$ cat config.mk
export PLATFORM = sky130hd
export DESIGN_NAME = ep0_progress_tracker
export DESIGN_NICKNAME = d
export VERILOG_FILES = /design/src/rtl/ep0_tracker_pkg.sv /design/src/rtl/ep0_evt_flags.sv /design/src/rtl/ep0_in_counter.sv /design/src/rtl/ep0_out_counter.sv /design/src/rtl/ep0_progress_tracker.sv
export SDC_FILE = /design/constraint.sdc
export NUM_CORES = 1
export LEC_CHECK = 0
export ABC_AREA = 1
export CAP_MARGIN = 20
export CORE_MARGIN = 2
export CORE_UTILIZATION = 44
export DETAILED_ROUTE_END_ITERATION = 16
export DONT_BUFFER_PORTS = 1
export GPL_TIMING_DRIVEN = 0
export PLACE_DENSITY = 0.59
export SYNTH_ARGS = -nofsm -noshare
export SYNTH_HDL_FRONTEND = slang
export SYNTH_SLANG_ARGS = --single-unit
$ cat constraint.sdc
create_clock -name clk -period 2.4 [get_ports clk]
set_input_delay 0.36 -clock clk [delete_from_list [all_inputs] [get_ports clk]]
set_output_delay 0.36 -clock clk [all_outputs]
set_load 0.01 [all_outputs]
$ cat src/rtl/ep0_tracker_pkg.sv
`timescale 1ns/1ps
package ep0_tracker_pkg;
   localparam int unsigned FLAG_W       = 5;
   localparam int unsigned FLG_DONE     = 0;
   localparam int unsigned FLG_DIS      = 1;
   localparam int unsigned FLG_SUPDONE  = 3;
   localparam int unsigned FLG_SUPOVF   = 4;
   localparam int unsigned PKT_LSB      = 8;
   localparam int unsigned SUP_LSB      = 10;
   localparam int unsigned OUT_MASK_LSB = 8;
   localparam int unsigned REG_W        = OUT_MASK_LSB + FLAG_W;
   localparam int unsigned ADDR_W       = 3;

   typedef enum logic [ADDR_W-1:0] {
      REG_IN_SIZE  = 3'd0,
      REG_OUT_SIZE = 3'd1,
      REG_CTRL     = 3'd2,
      REG_IN_FLG   = 3'd3,
      REG_OUT_FLG  = 3'd4,
      REG_MASK     = 3'd5
   } reg_sel_e;
endpackage

$ cat src/rtl/ep0_evt_flags.sv
`timescale 1ns/1ps
module ep0_evt_flags #(
   parameter int unsigned         W         = 5,
   parameter logic [W-1:0]        LIVE_MASK = '1
) (
   input  logic         clk,
   input  logic         rst_n,
   input  logic [W-1:0] set_i,
   input  logic [W-1:0] clr_i,
   output logic [W-1:0] flag_o
);
   for (genvar i = 0; i < W; i++) begin : g_bit
      if (LIVE_MASK[i]) begin : g_live
         logic q;
         always_ff @(posedge clk) begin
            if (!rst_n)        q <= 1'b0;
            else if (set_i[i]) q <= 1'b1;
            else if (clr_i[i]) q <= 1'b0;
         end
         assign flag_o[i] = q;
      end else begin : g_tied
         assign flag_o[i] = 1'b0;
      end
   end
endmodule

$ cat src/rtl/ep0_in_counter.sv
`timescale 1ns/1ps
module ep0_in_counter #(
   parameter int unsigned SIZE_W = 7,
   parameter int unsigned PKT_W  = 2
) (
   input  logic              clk,
   input  logic              rst_n,
   input  logic              en_i,
   input  logic              load_i,
   input  logic [SIZE_W-1:0] load_size_i,
   input  logic [PKT_W-1:0]  load_pkt_i,
   input  logic              push_i,
   input  logic [SIZE_W-1:0] push_len_i,
   input  logic              pop_i,
   output logic [SIZE_W-1:0] size_o,
   output logic [PKT_W-1:0]  pkt_o,
   output logic              done_o
);
   logic [SIZE_W-1:0] size_q;
   logic [PKT_W-1:0]  pkt_q;
   logic              take;
   logic              exhaust;

   assign take    = push_i && en_i;
   assign exhaust = take && (push_len_i >= size_q);

   always_ff @(posedge clk) begin
      if (!rst_n) begin
         size_q <= '0;
         pkt_q  <= '0;
      end else if (load_i) begin
         size_q <= load_size_i;
         pkt_q  <= load_pkt_i;
      end else begin
         if (take)
            size_q <= exhaust ? '0 : size_q - push_len_i;
         if (pop_i && en_i && (pkt_q != '0))
            pkt_q <= pkt_q - 1'b1;
      end
   end

   assign size_o = size_q;
   assign pkt_o  = pkt_q;
   assign done_o = exhaust;
endmodule

$ cat src/rtl/ep0_out_counter.sv
`timescale 1ns/1ps
module ep0_out_counter #(
   parameter int unsigned SIZE_W = 7,
   parameter int unsigned SUP_W  = 2
) (
   input  logic              clk,
   input  logic              rst_n,
   input  logic              en_i,
   input  logic              load_i,
   input  logic [SIZE_W-1:0] load_size_i,
   input  logic              load_pkt_i,
   input  logic [SUP_W-1:0]  load_sup_i,
   input  logic              push_i,
   input  logic [SIZE_W-1:0] push_len_i,
   input  logic              setup_i,
   input  logic              token_i,
   output logic [SIZE_W-1:0] size_o,
   output logic              pkt_o,
   output logic [SUP_W-1:0]  sup_o,
   output logic              done_o,
   output logic              sup_done_o,
   output logic              sup_ovf_o
);
   logic [SIZE_W-1:0] size_q;
   logic              pkt_q;
   logic [SUP_W-1:0]  sup_q;
   logic              seen_q;
   logic              take;
   logic              exhaust;
   logic              stage_end;

   assign take      = push_i && en_i;
   assign exhaust   = take && (push_len_i >= size_q);
   assign stage_end = token_i && !setup_i && seen_q;

   always_ff @(posedge clk) begin
      if (!rst_n) begin
         size_q <= '0;
         pkt_q  <= 1'b0;
      end else if (load_i) begin
         size_q <= load_size_i;
         pkt_q  <= load_pkt_i;
      end else if (take) begin
         size_q <= exhaust ? '0 : size_q - push_len_i;
         pkt_q  <= 1'b0;
      end
   end

   always_ff @(posedge clk) begin
      if (!rst_n)                       sup_q <= '0;
      else if (load_i)                  sup_q <= load_sup_i;
      else if (setup_i && sup_q != '0)  sup_q <= sup_q - 1'b1;
   end

   always_ff @(posedge clk) begin
      if (!rst_n)         seen_q <= 1'b0;
      else if (setup_i)   seen_q <= 1'b1;
      else if (stage_end) seen_q <= 1'b0;
   end

   assign size_o     = size_q;
   assign pkt_o      = pkt_q;
   assign sup_o      = sup_q;
   assign done_o     = exhaust;
   assign sup_done_o = stage_end;
   assign sup_ovf_o  = setup_i && (sup_q == '0);
endmodule

$ cat src/rtl/ep0_progress_tracker.sv
`timescale 1ns/1ps
module ep0_progress_tracker
   import ep0_tracker_pkg::*;
#(
   parameter int unsigned SIZE_W   = 7,
   parameter int unsigned IN_PKT_W = 2,
   parameter int unsigned SUP_W    = 2
) (
   input  logic              clk,
   input  logic              rst_n,
   input  logic              reg_wr_i,
   input  logic [ADDR_W-1:0] reg_addr_i,
   input  logic [REG_W-1:0]  reg_wdata_i,
   output logic [REG_W-1:0]  reg_rdata_o,
   input  logic              tx_push_i,
   input  logic [SIZE_W-1:0] tx_push_len_i,
   input  logic              tx_pop_i,
   input  logic              rx_push_i,
   input  logic [SIZE_W-1:0] rx_push_len_i,
   input  logic              setup_rx_i,
   input  logic              token_rx_i,
   output logic              irq_o
);
   localparam logic [FLAG_W-1:0] IN_LIVE  = 5'b00011;
   localparam logic [FLAG_W-1:0] OUT_LIVE = 5'b11011;

   if (SIZE_W < 1 || SIZE_W > PKT_LSB) begin : g_bad_size
      $error("SIZE_W must fit below the packet field");
   end
   if (IN_PKT_W < 1 || IN_PKT_W > SUP_LSB - PKT_LSB) begin : g_bad_pkt
      $error("IN_PKT_W must fit below the SETUP field");
   end
   if (SUP_W < 1 || SUP_LSB + SUP_W > REG_W) begin : g_bad_sup
      $error("SUP_W does not fit the register width");
   end

   logic wr_in_size, wr_out_size, wr_ctrl, wr_in_flg, wr_out_flg, wr_mask;
   assign wr_in_size  = reg_wr_i && (reg_addr_i == REG_IN_SIZE);
   assign wr_out_size = reg_wr_i && (reg_addr_i == REG_OUT_SIZE);
   assign wr_ctrl     = reg_wr_i && (reg_addr_i == REG_CTRL);
   assign wr_in_flg   = reg_wr_i && (reg_addr_i == REG_IN_FLG);
   assign wr_out_flg  = reg_wr_i && (reg_addr_i == REG_OUT_FLG);
   assign wr_mask     = reg_wr_i && (reg_addr_i == REG_MASK);

   logic                in_en_q, out_en_q;
   logic [SIZE_W-1:0]   in_size, out_size;
   logic [IN_PKT_W-1:0] in_pkt;
   logic                out_pkt;
   logic [SUP_W-1:0]    out_sup;
   logic                in_done, out_done, sup_done, sup_ovf;
   logic                in_dis_req, out_dis_req;
   logic [FLAG_W-1:0]   in_flags, out_flags, in_mask_q, out_mask_q;
   logic [FLAG_W-1:0]   in_set, out_set, in_clr, out_clr;

   ep0_in_counter #(.SIZE_W(SIZE_W), .PKT_W(IN_PKT_W)) u_in (
      .clk(clk), .rst_n(rst_n), .en_i(in_en_q),
      .load_i(wr_in_size && !in_en_q),
      .load_size_i(reg_wdata_i[SIZE_W-1:0]),
      .load_pkt_i(reg_wdata_i[PKT_LSB +: IN_PKT_W]),
      .push_i(tx_push_i), .push_len_i(tx_push_len_i), .pop_i(tx_pop_i),
      .size_o(in_size), .pkt_o(in_pkt), .done_o(in_done)
   );

   ep0_out_counter #(.SIZE_W(SIZE_W), .SUP_W(SUP_W)) u_out (
      .clk(clk), .rst_n(rst_n), .en_i(out_en_q),
      .load_i(wr_out_size && !out_en_q),
      .load_size_i(reg_wdata_i[SIZE_W-1:0]),
      .load_pkt_i(reg_wdata_i[PKT_LSB]),
      .load_sup_i(reg_wdata_i[SUP_LSB +: SUP_W]),
      .push_i(rx_push_i), .push_len_i(rx_push_len_i),
      .setup_i(setup_rx_i), .token_i(token_rx_i),
      .size_o(out_size), .pkt_o(out_pkt), .sup_o(out_sup),
      .done_o(out_done), .sup_done_o(sup_done), .sup_ovf_o(sup_ovf)
   );

   assign in_dis_req  = wr_ctrl && reg_wdata_i[2] && in_en_q;
   assign out_dis_req = wr_ctrl && reg_wdata_i[3] && out_en_q;

   always_ff @(posedge clk) begin
      if (!rst_n) begin
         in_en_q  <= 1'b0;
         out_en_q <= 1'b0;
      end else begin
         if (in_done || in_dis_req)          in_en_q <= 1'b0;
         else if (wr_ctrl && reg_wdata_i[0]) in_en_q <= 1'b1;
         if (out_done || out_dis_req)        out_en_q <= 1'b0;
         else if (wr_ctrl && reg_wdata_i[1]) out_en_q <= 1'b1;
      end
   end

   always_ff @(posedge clk) begin
      if (!rst_n) begin
         in_mask_q  <= '0;
         out_mask_q <= '0;
      end else if (wr_mask) begin
         in_mask_q  <= reg_wdata_i[FLAG_W-1:0];
         out_mask_q <= reg_wdata_i[OUT_MASK_LSB +: FLAG_W];
      end
   end

   always_comb begin
      in_set  = '0;
      out_set = '0;
      in_set[FLG_DONE]       = in_done;
      in_set[FLG_DIS]        = in_dis_req;
      out_set[FLG_DONE]      = out_done;
      out_set[FLG_DIS]       = out_dis_req;
      out_set[FLG_SUPDONE]   = sup_done;
      out_set[FLG_SUPOVF]    = sup_ovf;
      in_clr  = wr_in_flg  ? reg_wdata_i[FLAG_W-1:0] : '0;
      out_clr = wr_out_flg ? reg_wdata_i[FLAG_W-1:0] : '0;
   end

   ep0_evt_flags #(.W(FLAG_W), .LIVE_MASK(IN_LIVE)) u_in_flags (
      .clk(clk), .rst_n(rst_n), .set_i(in_set), .clr_i(in_clr), .flag_o(in_flags)
   );
   ep0_evt_flags #(.W(FLAG_W), .LIVE_MASK(OUT_LIVE)) u_out_flags (
      .clk(clk), .rst_n(rst_n), .set_i(out_set), .clr_i(out_clr), .flag_o(out_flags)
   );

   assign irq_o = |(in_flags & in_mask_q) | |(out_flags & out_mask_q);

   always_comb begin
      reg_rdata_o = '0;
      case (reg_addr_i)
         REG_IN_SIZE: begin
            reg_rdata_o[SIZE_W-1:0]          = in_size;
            reg_rdata_o[PKT_LSB +: IN_PKT_W] = in_pkt;
         end
         REG_OUT_SIZE: begin
            reg_rdata_o[SIZE_W-1:0]       = out_size;
            reg_rdata_o[PKT_LSB]          = out_pkt;
            reg_rdata_o[SUP_LSB +: SUP_W] = out_sup;
         end
         REG_CTRL: begin
            reg_rdata_o[0] = in_en_q;
            reg_rdata_o[1] = out_en_q;
         end
         REG_IN_FLG:  reg_rdata_o[FLAG_W-1:0] = in_flags;
         REG_OUT_FLG: reg_rdata_o[FLAG_W-1:0] = out_flags;
         REG_MASK: begin
            reg_rdata_o[FLAG_W-1:0]              = in_mask_q;
            reg_rdata_o[OUT_MASK_LSB +: FLAG_W]  = out_mask_q;
         end
         default: reg_rdata_o = '0;
      endcase
   end
endmodule

==> flow_summary.yaml <==
power_and_ir_drop:
  power_switching_uw: 398
  power.share.combinational: 0.167
  sw_frac_of_total: 0.291
  leakagePower_uw: 0.00129
  cellPowerDensity_nw_per_um2: 485
  peakVddDrop_mv: 0.265
  clockPowerShare: 0.345
  p_seq_frac: 0.488
  intPower_uw: 967
setup_path:
  critPathCaptureType: "output pin"
  critPathBufInv: 2
  slowest_stage: "nor3_4"
  critPathTopFamily: "simple AND/OR/NAND/NOR gates"
  criticalPathCategory: "input pin to output pin"
  rrSetupSlack_ns: 0.68
  required_ns: 2.04
  crit_arrival_ns: 1.44
  worst-path-max-fanout: 8
  r2r_end: "u_in.size_o[4]"
  crit_path_max_incr_delay_ns: 0.38
  reg2reg_depth: 9
  crit_chain: "buf_6, nor3_4, inv_1, o221ai_1"
  start_kind: "input pin"
  r2r-start: "u_in.size_o[0]"
logic_synthesis:
  yosys.cell_types.count: 33
  syn_area_per_cell_um2: 6.50
  synth_top_cell_by_area: "dfxtp_1"
  ys_ff_latch: 38
  synthTopCellsByArea: "dfxtp_1 29%, inv_1 13%, nand2_1 10%"
  synth.most_common_cell: "inv_1"
  yosysSeqAreaShare: 0.290
  netlist_area_um2: 2630
  syn_nets: 460
  synthArstFlopShare: 0
  syn_inst: 404
  synth_edf_count: 0
  synthTopCellsByCount: "90 x inv_1, 71 x nand2_1, 41 x a21oi_1"
  yosys_warnings: 0
  ys.flop_type: "dfxtp_1"
  synth_top_area_frac: 0.290
min_path:
  whs_path_depth: 2
  hp-class: "input pin to flop"
  hold_start: "rst_n"
  whs_endpoint: "out_mask_q[4]"
drt:
  wl_mm: 6.76
  drt-pass1-iter-count: 4
  drcViolationCount: 0
  drtAntennaViolNets: 0
  via_count: 2500
  drtIter0Drc: 128
  wl_per_cell_um: 13.9
  drt-vias-per-instance: 5.13
global_routing:
  grtUsageTotal: 0.211
  grt_pass1_wl_mm: 10.6
  grt_remaining_overflow: 0
  grt_max_degree: 13
  grt_pass1_vias: 2240
  grt_antenna_before_repair: 0
die:
  core_um2: 5850
  initial_utilization: 0.449
  dieArea_um2: 6610
  ios: 52
  core.rowCount: 28
  die_w_um: 81.3
  chipHeight_um: 81.3
clock_network:
  clockRootBuffer: "clkbuf_8"
  cts_resized: 0
  cts_tree: "yes"
  clkSinkCount: 38
  cts_buffers: 5
  clk_latency_ns: 0.30
  postCtsHoldBufs: 0
  clk_pin_slew_ns: 0.08
  h-tree-depth: 2
  clock_path_buffers: 2
  post_cts_buffers: 0
placed_design:
  placed_cell_area_um2: 2720
  port_buffers: 0
  gp_congestion: 0.851
  dp_hpwl_mm: 5.48
sta:
  clock_skew_ns: 0.0122
  rsz0062_at_grt: "false"
  layout_worst_path_cycle_share: 0.751
  slew_headroom: 0.598
  finalCriticalPeriod_ns: 1.80
  fmax_mhz: 555
  hold_viol_final: 0
  setup_violations: 0
  drv_slew: 0
  finalSetupTns_ns: 0
  worst_slew_pin_slew_ns: 0.603
cells_and_area:
  drive_gt1_frac: 0.0461
  diodes: 0
  nets: 467
  finalInstanceArea_um2: 2820
  area_growth_pct: 7.19
run_status:
  status: "finished, final reports clean"
job:
  maxCapViolations: 0
-- metrics by stage --
stage	setup WS (ns)	cells	total power (µW)	utilization	hold WS (ns)
floorplan	0.823	404	858	-	0.429
global placement	0.555	479	905	0.465	0.440
detailed placement	0.568	479	908	0.465	0.446
CTS	0.570	487	1380	0.481	0.178
global route	0.495	487	1450	0.481	0.189
finish	0.597	487	1370	0.481	0.189
-- kinds of logic after synthesis --
| kind of cell | after synthesis | synth area share |
|---|---|---|
| AND/OR/NAND/NOR | 146 | 0.240 |
| buffers and inverters | 100 | 0.150 |
| AO/OA/AOI/OAI | 94 | 0.203 |
| flip-flops | 38 | 0.290 |
| adder cells (fa/ha/maj) | 18 | 0.0914 |
| XOR/XNOR | 6 | 0.0200 |
| other | 1 | 0.00143 |
| multiplexers | 1 | 0.00429 |
-- power by group through the flow --
stage / logic, µW / clock network [µW] / registers [µW]
finish: 228 / 471 / 666
detailed placement: 226 / 0 / 681
floorplan: 181 / 0 / 678
global placement: 225 / 0 / 680
CTS: 228 / 488 / 666
global route: 263 / 519 / 670
-- area by class of cell --
cell class / instances / area [µm²]
fillers: 607 / 3030
multi-input cells: 266 / 1470
flip-flops and latches: 38 / 761
inverters: 91 / 342
well taps: 75 / 93.8
clock buffers: 6 / 82.6
plain buffers: 9 / 53.8
clock inverters: 2 / 12.5
-- state kept, by name, summed over array words and instances (netlist names) --
register	flops
u_out.seen_q	1
out_en_q	1
in_mask_q	5
u_in.size_o	7
u_out_flags.g_bit.g_live.q	4
u_out.sup_o	2
u_in_flags.g_bit.g_live.q	2
u_out.pkt_o	1
u_out.size_o	7
u_in.pkt_o	2
in_en_q	1
out_mask_q	5
-- cell usage in the layout (no fill, tap or decap), types with 2 or more instances in the layout --
cell type  instances
o22ai_1           22
ha_1              16
o21ai_0           20
nor3_1             3
clkbuf_1           5
nand4_1            6
nand3b_1           3
fa_1               2
inv_1             90
dfxtp_1           38
a21oi_1           41
o221ai_1           4
xor2_1             4
clkbuf_8           6
nand2_1           71
nor2_1            37
buf_6              2
nand3_1           22
xnor2_1            2
o2111ai_1          2
-- per-layer routing --
metal  routed length [µm]  up-vias  share of wire  track usage
li1                     -     1325              -            -
met3                  289        6          0.043       0.0389
met4                   84        0          0.012       0.0695
met1                 3280     1113           0.48        0.291
met2                 3110       56           0.46        0.332
met5                    0        -              0            0
-- worst max path at each step --
stage | from | end | slack [ns] | depth (start not counted)
floorplan | tx_push_len_i[0] | u_in.size_o[4] | 0.82 | 8
global placement | reg_addr_i[2] | reg_rdata_o[3] | 0.56 | 4
detailed placement | reg_addr_i[2] | reg_rdata_o[3] | 0.57 | 4
CTS | reg_addr_i[2] | reg_rdata_o[3] | 0.57 | 4
global route | u_in.size_o[2] | u_in.size_o[1] | 0.49 | 11
finish | reg_addr_i[2] | reg_rdata_o[3] | 0.60 | 4
(Power assumes the default switching activity.)
